===== src/rtl/lcc_pkg.sv =====
package lcc_pkg;
    // The third table always takes two primary outputs plus one direct input.
    localparam int CAS_IN    = 3;
    localparam int MODE_BITS = 5;

    // Top of the configuration chain; first member is the most significant bit.
    typedef struct packed {
        logic ram_g;
        logic ram_f;
        logic y_sum;
        logic reg_y;
        logic reg_x;
    } cell_mode_t;
endpackage


===== src/rtl/lcc_lut.sv =====
module lcc_lut #(
    parameter int IN = 4
) (
    input  logic [(1<<IN)-1:0] table_i,
    input  logic [IN-1:0]      sel_i,
    output logic               out_o
);
    assign out_o = table_i[sel_i];
endmodule


===== src/rtl/lcc_carry.sv =====
module lcc_carry (
    input  logic a_i,
    input  logic b_i,
    input  logic c_i,
    output logic sum_o,
    output logic carry_o
);
    assign sum_o   = a_i ^ b_i ^ c_i;
    assign carry_o = (a_i & b_i) | (a_i & c_i) | (b_i & c_i);
endmodule


===== src/rtl/lcc_cfg_chain.sv =====
module lcc_cfg_chain
    import lcc_pkg::*;
#(
    parameter int LUT_IN = 4
) (
    input  logic                           clk,
    input  logic                           rst,
    input  logic                           cfg_en,
    input  logic                           cfg_in,
    input  logic                           wr_en,
    input  logic                           wr_data,
    input  logic [LUT_IN-1:0]              addr_f,
    input  logic [LUT_IN-1:0]              addr_g,
    output logic [(1<<LUT_IN)-1:0]         tbl_f_o,
    output logic [(1<<LUT_IN)-1:0]         tbl_g_o,
    output logic [(1<<CAS_IN)-1:0]         tbl_h_o,
    output cell_mode_t                     mode_o,
    output logic                           ready_o
);
    localparam int LUT_BITS = 1 << LUT_IN;
    localparam int CAS_BITS = 1 << CAS_IN;
    localparam int CFG_BITS = 2*LUT_BITS + CAS_BITS + MODE_BITS;
    localparam int CNT_W    = $clog2(CFG_BITS + 1);

    typedef struct packed {
        logic [CFG_BITS-1:0] cfg;
        logic [CNT_W-1:0]    cnt;
    } chain_t;

    chain_t st_d, st_q;
    logic   loaded;

    assign loaded  = (st_q.cnt == CNT_W'(CFG_BITS));
    assign mode_o  = cell_mode_t'(st_q.cfg[CFG_BITS-1 -: MODE_BITS]);
    assign tbl_f_o = st_q.cfg[LUT_BITS-1:0];
    assign tbl_g_o = st_q.cfg[2*LUT_BITS-1:LUT_BITS];
    assign tbl_h_o = st_q.cfg[2*LUT_BITS+CAS_BITS-1:2*LUT_BITS];
    assign ready_o = loaded && !cfg_en;

    always_comb begin
        st_d = st_q;
        if (cfg_en) begin
            st_d.cfg = {cfg_in, st_q.cfg[CFG_BITS-1:1]};
            if (!loaded) st_d.cnt = st_q.cnt + 1'b1;
        end else if (wr_en && loaded) begin
            if (mode_o.ram_f) st_d.cfg[int'(addr_f)] = wr_data;
            if (mode_o.ram_g) st_d.cfg[LUT_BITS + int'(addr_g)] = wr_data;
        end
    end

    always_ff @(posedge clk) begin
        if (rst) st_q <= '0;
        else     st_q <= st_d;
    end

    AST_SHIFT_ENTRY: assert property (@(posedge clk) disable iff (rst)
        cfg_en |=> (st_q.cfg[CFG_BITS-1] == $past(cfg_in)));
    AST_IDLE_HOLD: assert property (@(posedge clk) disable iff (rst)
        (!cfg_en && !wr_en) |=> $stable(st_q.cfg));
    AST_RAM_F_WRITE: assert property (@(posedge clk) disable iff (rst)
        (wr_en && ready_o && mode_o.ram_f) |=> (tbl_f_o[$past(addr_f)] == $past(wr_data)));
    AST_RAM_G_WRITE: assert property (@(posedge clk) disable iff (rst)
        (wr_en && ready_o && mode_o.ram_g) |=> (tbl_g_o[$past(addr_g)] == $past(wr_data)));
    AST_ROM_F_KEPT: assert property (@(posedge clk) disable iff (rst)
        (wr_en && !cfg_en && !mode_o.ram_f) |=> $stable(tbl_f_o));
    AST_SHIFT_NO_WRITE: assert property (@(posedge clk) disable iff (rst)
        (cfg_en && wr_en) |=> (tbl_f_o[LUT_BITS-2:0] == $past(st_q.cfg[LUT_BITS-1:1])));
endmodule


===== src/rtl/lut_cascade_cell.sv =====
module lut_cascade_cell
    import lcc_pkg::*;
#(
    parameter int LUT_IN = 4
) (
    input  logic              clk,
    input  logic              rst,
    input  logic              cfg_en,
    input  logic              cfg_in,
    input  logic [LUT_IN-1:0] f_in,
    input  logic [LUT_IN-1:0] g_in,
    input  logic              h_in,
    input  logic              cin,
    input  logic              wr_en,
    input  logic              wr_data,
    output logic              x_out,
    output logic              y_out,
    output logic              cout
);
    localparam int LUT_BITS = 1 << LUT_IN;
    localparam int CAS_BITS = 1 << CAS_IN;
    localparam int N_PRIM   = 2;

    logic [LUT_BITS-1:0] prim_tbl [N_PRIM];
    logic [LUT_IN-1:0]   prim_sel [N_PRIM];
    logic                prim_o   [N_PRIM];
    logic [CAS_BITS-1:0] h_tbl;
    logic                h_o;
    logic                sum_o;
    logic                ready;
    cell_mode_t          mode;

    typedef struct packed {
        logic x;
        logic y;
    } out_ff_t;

    out_ff_t ff_d, ff_q;

    lcc_cfg_chain #(.LUT_IN(LUT_IN)) u_chain (
        .clk     (clk),
        .rst     (rst),
        .cfg_en  (cfg_en),
        .cfg_in  (cfg_in),
        .wr_en   (wr_en),
        .wr_data (wr_data),
        .addr_f  (f_in),
        .addr_g  (g_in),
        .tbl_f_o (prim_tbl[0]),
        .tbl_g_o (prim_tbl[1]),
        .tbl_h_o (h_tbl),
        .mode_o  (mode),
        .ready_o (ready)
    );

    always_comb begin
        prim_sel[0] = f_in;
        prim_sel[1] = g_in;
    end

    for (genvar i = 0; i < N_PRIM; i++) begin : g_prim
        lcc_lut #(.IN(LUT_IN)) u_lut (
            .table_i (prim_tbl[i]),
            .sel_i   (prim_sel[i]),
            .out_o   (prim_o[i])
        );
    end

    lcc_lut #(.IN(CAS_IN)) u_h_lut (
        .table_i (h_tbl),
        .sel_i   ({h_in, prim_o[1], prim_o[0]}),
        .out_o   (h_o)
    );

    lcc_carry u_carry (
        .a_i     (f_in[0]),
        .b_i     (g_in[0]),
        .c_i     (cin),
        .sum_o   (sum_o),
        .carry_o (cout)
    );

    always_comb begin
        ff_d.x = h_o;
        ff_d.y = mode.y_sum ? sum_o : prim_o[0];
    end

    always_ff @(posedge clk) begin
        if (rst) ff_q <= '0;
        else     ff_q <= ff_d;
    end

    assign x_out = ready & (mode.reg_x ? ff_q.x : h_o);
    assign y_out = ready & (mode.reg_y ? ff_q.y : ff_d.y);

    AST_CARRY_MAJORITY: assert property (@(posedge clk) disable iff (rst)
        cout == ($countones({f_in[0], g_in[0], cin}) >= 2));
    AST_REG_X_DELAY: assert property (@(posedge clk) disable iff (rst)
        (ready && $past(ready) && mode.reg_x && $stable(mode)) |-> (x_out == $past(h_o)));
    AST_GATED_WHILE_SHIFT: assert property (@(posedge clk) disable iff (rst)
        cfg_en |-> (!x_out && !y_out));
endmodule


===== config.mk =====
export PLATFORM = sky130hd
export DESIGN_NAME = lut_cascade_cell
export DESIGN_NICKNAME = d
export VERILOG_FILES = /design/src/rtl/lcc_pkg.sv /design/src/rtl/lcc_lut.sv /design/src/rtl/lcc_carry.sv /design/src/rtl/lcc_cfg_chain.sv /design/src/rtl/lut_cascade_cell.sv
export SDC_FILE = /design/constraint.sdc
export NUM_CORES = 1
export LEC_CHECK = 0
export CORE_MARGIN = 4
export CORE_UTILIZATION = 30
export DETAILED_ROUTE_END_ITERATION = 12
export DONT_BUFFER_PORTS = 1
export HOLD_SLACK_MARGIN = 0.08
export PLACE_DENSITY = 0.52
export SLEW_MARGIN = 20
export SYNTH_ARGS = -nofsm -noshare
export SYNTH_HDL_FRONTEND = slang
export SYNTH_HIERARCHICAL = 1
export SYNTH_SLANG_ARGS = --single-unit

===== constraint.sdc =====
create_clock -name clk -period 4.7 [get_ports clk]
set_input_delay 1.41 -clock clk [delete_from_list [all_inputs] [get_ports clk]]
set_output_delay 1.41 -clock clk [all_outputs]
set_load 0.02 [all_outputs]

# [Word level (Yosys, flattened, before mapping)]
# Cells that the tools add are included.
[word_totals] regBits=53 in_bits=16
[classes] reduce_logical=7 n_addsub=2 eq_ne=1 n_lt_le_gt_ge=7 mux=21 bitwise_logic=10
[op_table] op="2-to-1 mux 45 bit" n=6
[op_table] op="bitwise mux 45 bit" n=2
[op_table] op=">= comparator 32 x 1 -> 1 bit, second input constant" n=1
[op_table] op="< comparator 32 x 8 -> 1 bit, second input constant" n=1
[op_table] op="< comparator 4 x 5 -> 1 bit, second input constant" n=2
[op_table] op="binary-select mux 1 bit (select 4 bit)" n=2
[op_table] op="2-to-1 mux 1 bit" n=8
[op_table] op="< comparator 4 x 7 -> 1 bit, second input constant" n=1
[op_table] op="adder 5 x 4 -> 6 bit, first input constant" n=1
[op_table] op="adder 6 x 1 -> 6 bit, second input constant" n=1
[op_table] op="demux 1 bit (select 6 bit)" n=1
[op_table] op="equality test 6 bit, second input constant" n=1
[op_table] op="bitwise AND 1 bit" n=5
[op_table] op="demux 1 bit (select 4 bit)" n=1
[op_table] op=">= comparator 4 x 1 -> 1 bit, second input constant" n=1
[op_table] op="logical AND 1 bit" n=4
[op_table] op="< comparator 3 x 4 -> 1 bit, second input constant" n=1
[op_table] op="binary-select mux 1 bit (select 3 bit)" n=1
[op_table] op="OR 1 bit" n=2
[op_table] op="AND reduction 2 bit" n=1
[op_table] op="nonzero test 2 bit" n=1
[op_table] op="bitwise XOR 1 bit" n=2
[op_table] op="logical NOT 1 bit" n=1
[op_table] op="NOT 1 bit" n=1

# [Longest topological paths before layout]
[depth] ltp_word=12 mapped_depth=8

# [Modules after synthesis]
# Netlist, hierarchy kept.
[by_module_without_submodules] mod="lcc_cfg_chain" area_per_inst_um2=3052.9 instances=1 cells_each=341 seq_area_each_um2=1021.0
[by_module_without_submodules] mod="lcc_lut at g_prim[0].u_lut ..." area_per_inst_um2=135.1 instances=2 cells_each=7 seq_area_each_um2=0.0
[by_module_without_submodules] mod="lut_cascade_cell" area_per_inst_um2=100.1 instances=1 cells_each=9 seq_area_each_um2=40.0
[by_module_without_submodules] mod="lcc_lut at u_h_lut" area_per_inst_um2=63.8 instances=1 cells_each=3 seq_area_each_um2=0.0
[by_module_without_submodules] mod="lcc_carry" area_per_inst_um2=20.0 instances=1 cells_each=1 seq_area_each_um2=0.0

# [Least setup slack after synthesis]
# OpenSTA, ideal clock, no wires.
[synth_path] path_kind="in2out" startpoint="in f_in[0]" endpoint="out x_out" path_slack_ps=166 arrival_ps=3124 path_buffers=0 stages=7 path_cell_list="mux4_1 mux2i_1 mux2i_1 mux4_1 mux2_2 mux2i_1 nor2b_1"
[synth_rtl] element="start: declaration" line_no="lut_cascade_cell.sv:10" source="input logic [LUT_IN-1:0] f_in,"
[synth_rtl] element="end: declaration" line_no="lut_cascade_cell.sv:16" source="output logic x_out,"

==> flow_metrics.py <==
metrics = {
    "global_route": {
        "grt-ovfl-total": 0,
        "grt_start_max_net_pins": 93,
        "antenna_found_initial": 0,
        "grt_usage_pct": 11.8,
        "grt_pass1_vias": 2369,
        "grt_pass1_wl_mm": 12.6,
    },
    "sta": {
        "timing.final.ws_setup_ns": 0.0360,
        "hold_viol": 0,
        "drv_slew": 0,
        "setup_viol": 0,
        "finalClockSkew_ns": 0.00519,
        "fmax_mhz": 214,
        "tightest_slew_ns": 0.964,
        "period_minus_slack_ns": 4.66,
        "relSlewSlack_pct": 35.7,
        "period_share_pct": 99.2,
        "rsz0062_at_grt": "yes",
    },
    "clock_tree": {
        "htreeDepth": 2,
        "postCtsSetupRepairBufs": 0,
        "cts_hold_buf": 0,
        "clk_path_buf_depth": 2,
        "numCtsBuffers": 5,
        "cts_sinks": 53,
        "post_cts_resized": 4,
        "insertion_delay_ns": 0.30,
        "tritoncts": "yes",
        "cts-root-buf": "clkbuf_16",
        "clk_pin_slew_ns": 0.07,
    },
    "setup_path": {
        "worstSetupPathType": "primary input to output pin",
        "cp.required_ns": 3.29,
        "critPathLaunchType": "primary input",
        "critPathArrivalTime_ns": 3.25,
        "cp-end-kind": "output pin",
        "worstPathMaxFanout": 12,
    },
    "final_layout": {
        "layout.cells.non_filler": 454,
        "drive_gt1_share_pct": 11.9,
        "layout.nets": 329,
        "n_antenna_cell": 0,
        "synthToLayoutAreaGrowth_pct": -2.36,
    },
    "route": {
        "ant_nets": 0,
        "num_vias": 2570,
        "drtIter0Drc": 127,
        "dr.pass1.iters": 4,
        "wl_per_cell_um": 17.4,
        "drc": 0,
        "via_per_inst": 5.66,
        "finalWirelength_mm": 7.91,
    },
    "power": {
        "ir_drop_uv": 126,
        "p_leak_nw": 1.25,
        "total_power_uw": 958,
        "power_per_cell_area_nw_per_um2": 281,
    },
    "synth": {
        "syn-num-nets": 385,
        "synth_area_per_cell_um2": 9.54,
        "synth_cells": 366,
        "yosysWarnings": 6,
        "synth_area_um2": 3490,
    },
    "die": {
        "num_rows": 39,
        "die_w_um": 116,
        "start_util_pct": 30.6,
        "die_y_um": 116,
        "io_pins": 19,
        "coreArea_um2": 11400,
        "fp.dieArea_um2": 13400,
    },
    "placed_design": {
        "place.gp.congestion": 0.789,
        "dp_cells": 446,
        "hpwlAfterDp_mm": 5.23,
        "place.port_buffers": 0,
        "place_worst_setup_slack_ns": -0.121,
    },
    "status": {
        "status": "complete, no violations",
    },
    "run": {
        "maxCapViolCount": 0,
    },
    "min_path": {
        "min_path_type": "register to register",
    },
}
[metrics by stage]
step	hold WS, ns	util, %	TNS [ns]	area (um^2)
2_1_floorplan	0.434	-	0	3490
3_3_place_gp	0.441	28.5	-0.0817	3260
3_5_place_dp	0.444	28.5	-0.121	3260
4_1_cts	0.457	29.8	0	3410
5_1_grt	0.488	29.9	-0.0359	3410
6_report	0.471	29.9	0	3410
[worst max-delay path, stage by stage]
cell and delay (ns):
mux4_2 0.49, mux2i_2 0.22, mux2i_4 0.14, mux4_2 0.44
mux2_2 0.28, mux2i_1 0.16, nor2b_2 0.10
[path summary, 6_finish.rpt]
path,start,endpoint,slack (ns),cells past startpoint
worst max-delay path,f_in[0],x_out,0.04,7
worst min-delay path,u_chain/tbl_f_o[0]$_SDFFE_PP0P_,u_chain/tbl_f_o[0]$_SDFFE_PP0P_,0.47,2
worst max register to register,u_chain/st_q[0]$_SDFFE_PP0P_,u_chain/tbl_g_o[0]$_SDFFE_PP0P_,2.36,5
worst min register to register,u_chain/tbl_f_o[0]$_SDFFE_PP0P_,u_chain/tbl_f_o[0]$_SDFFE_PP0P_,0.47,2
[final cells by class]
cell class	count	area (um^2)
clock buffer	5	125
clock inverter	3	25.0
fill	1201	8010
inverter	24	90.1
multi-input combinational	225	1920
sequential	53	1060
tap	143	179
timing repair buffer	1	7.51
[sequential cells by signal (all words and copies together), names as in the netlist]
name	cells
ff_q	2
u_chain/mode_o	5
u_chain/st_q	6
u_chain/tbl_f_o	16
u_chain/tbl_g_o	16
u_chain/tbl_h_o	8
[per-layer routing]
layer | GRT usage, % | share of wire (%) | vias up
li1 | - | - | 1229
met1 | 15.7 | 48 | 1284
met2 | 18.5 | 45 | 44
met3 | 3.24 | 5.0 | 13
met4 | 3.79 | 1.7 | 0
met5 | 0 | 0 | -
[report_power, final]
group	switching, mW	total (mW)	internal, mW
Combinational	0.0381	0.0906	0.0525
Sequential	0.0165	0.483	0.467
Clock	0.183	0.384	0.201
Total	0.238	0.958	0.720
[cells in the final DEF (no fill, tap or decap), types with 3 or more instances in the layout]
master / count
a211oi_1: 31
a21o_1: 9
a21oi_1: 5
a221oi_1: 12
a22oi_1: 4
a311oi_1: 8
a31o_2: 4
a31oi_1: 14
a41oi_1: 3
and3_1: 6
and3b_1: 3
and4_1: 5
and4b_1: 3
clkbuf_16: 5
dfxtp_1: 53
inv_1: 24
mux2i_1: 21
mux4_1: 4
mux4_2: 6
nand2b_1: 4
nor2_1: 28
nor2b_1: 11
nor3b_1: 4
xor2_1: 5
Note: power is estimated with default switching activity, not from simulation.
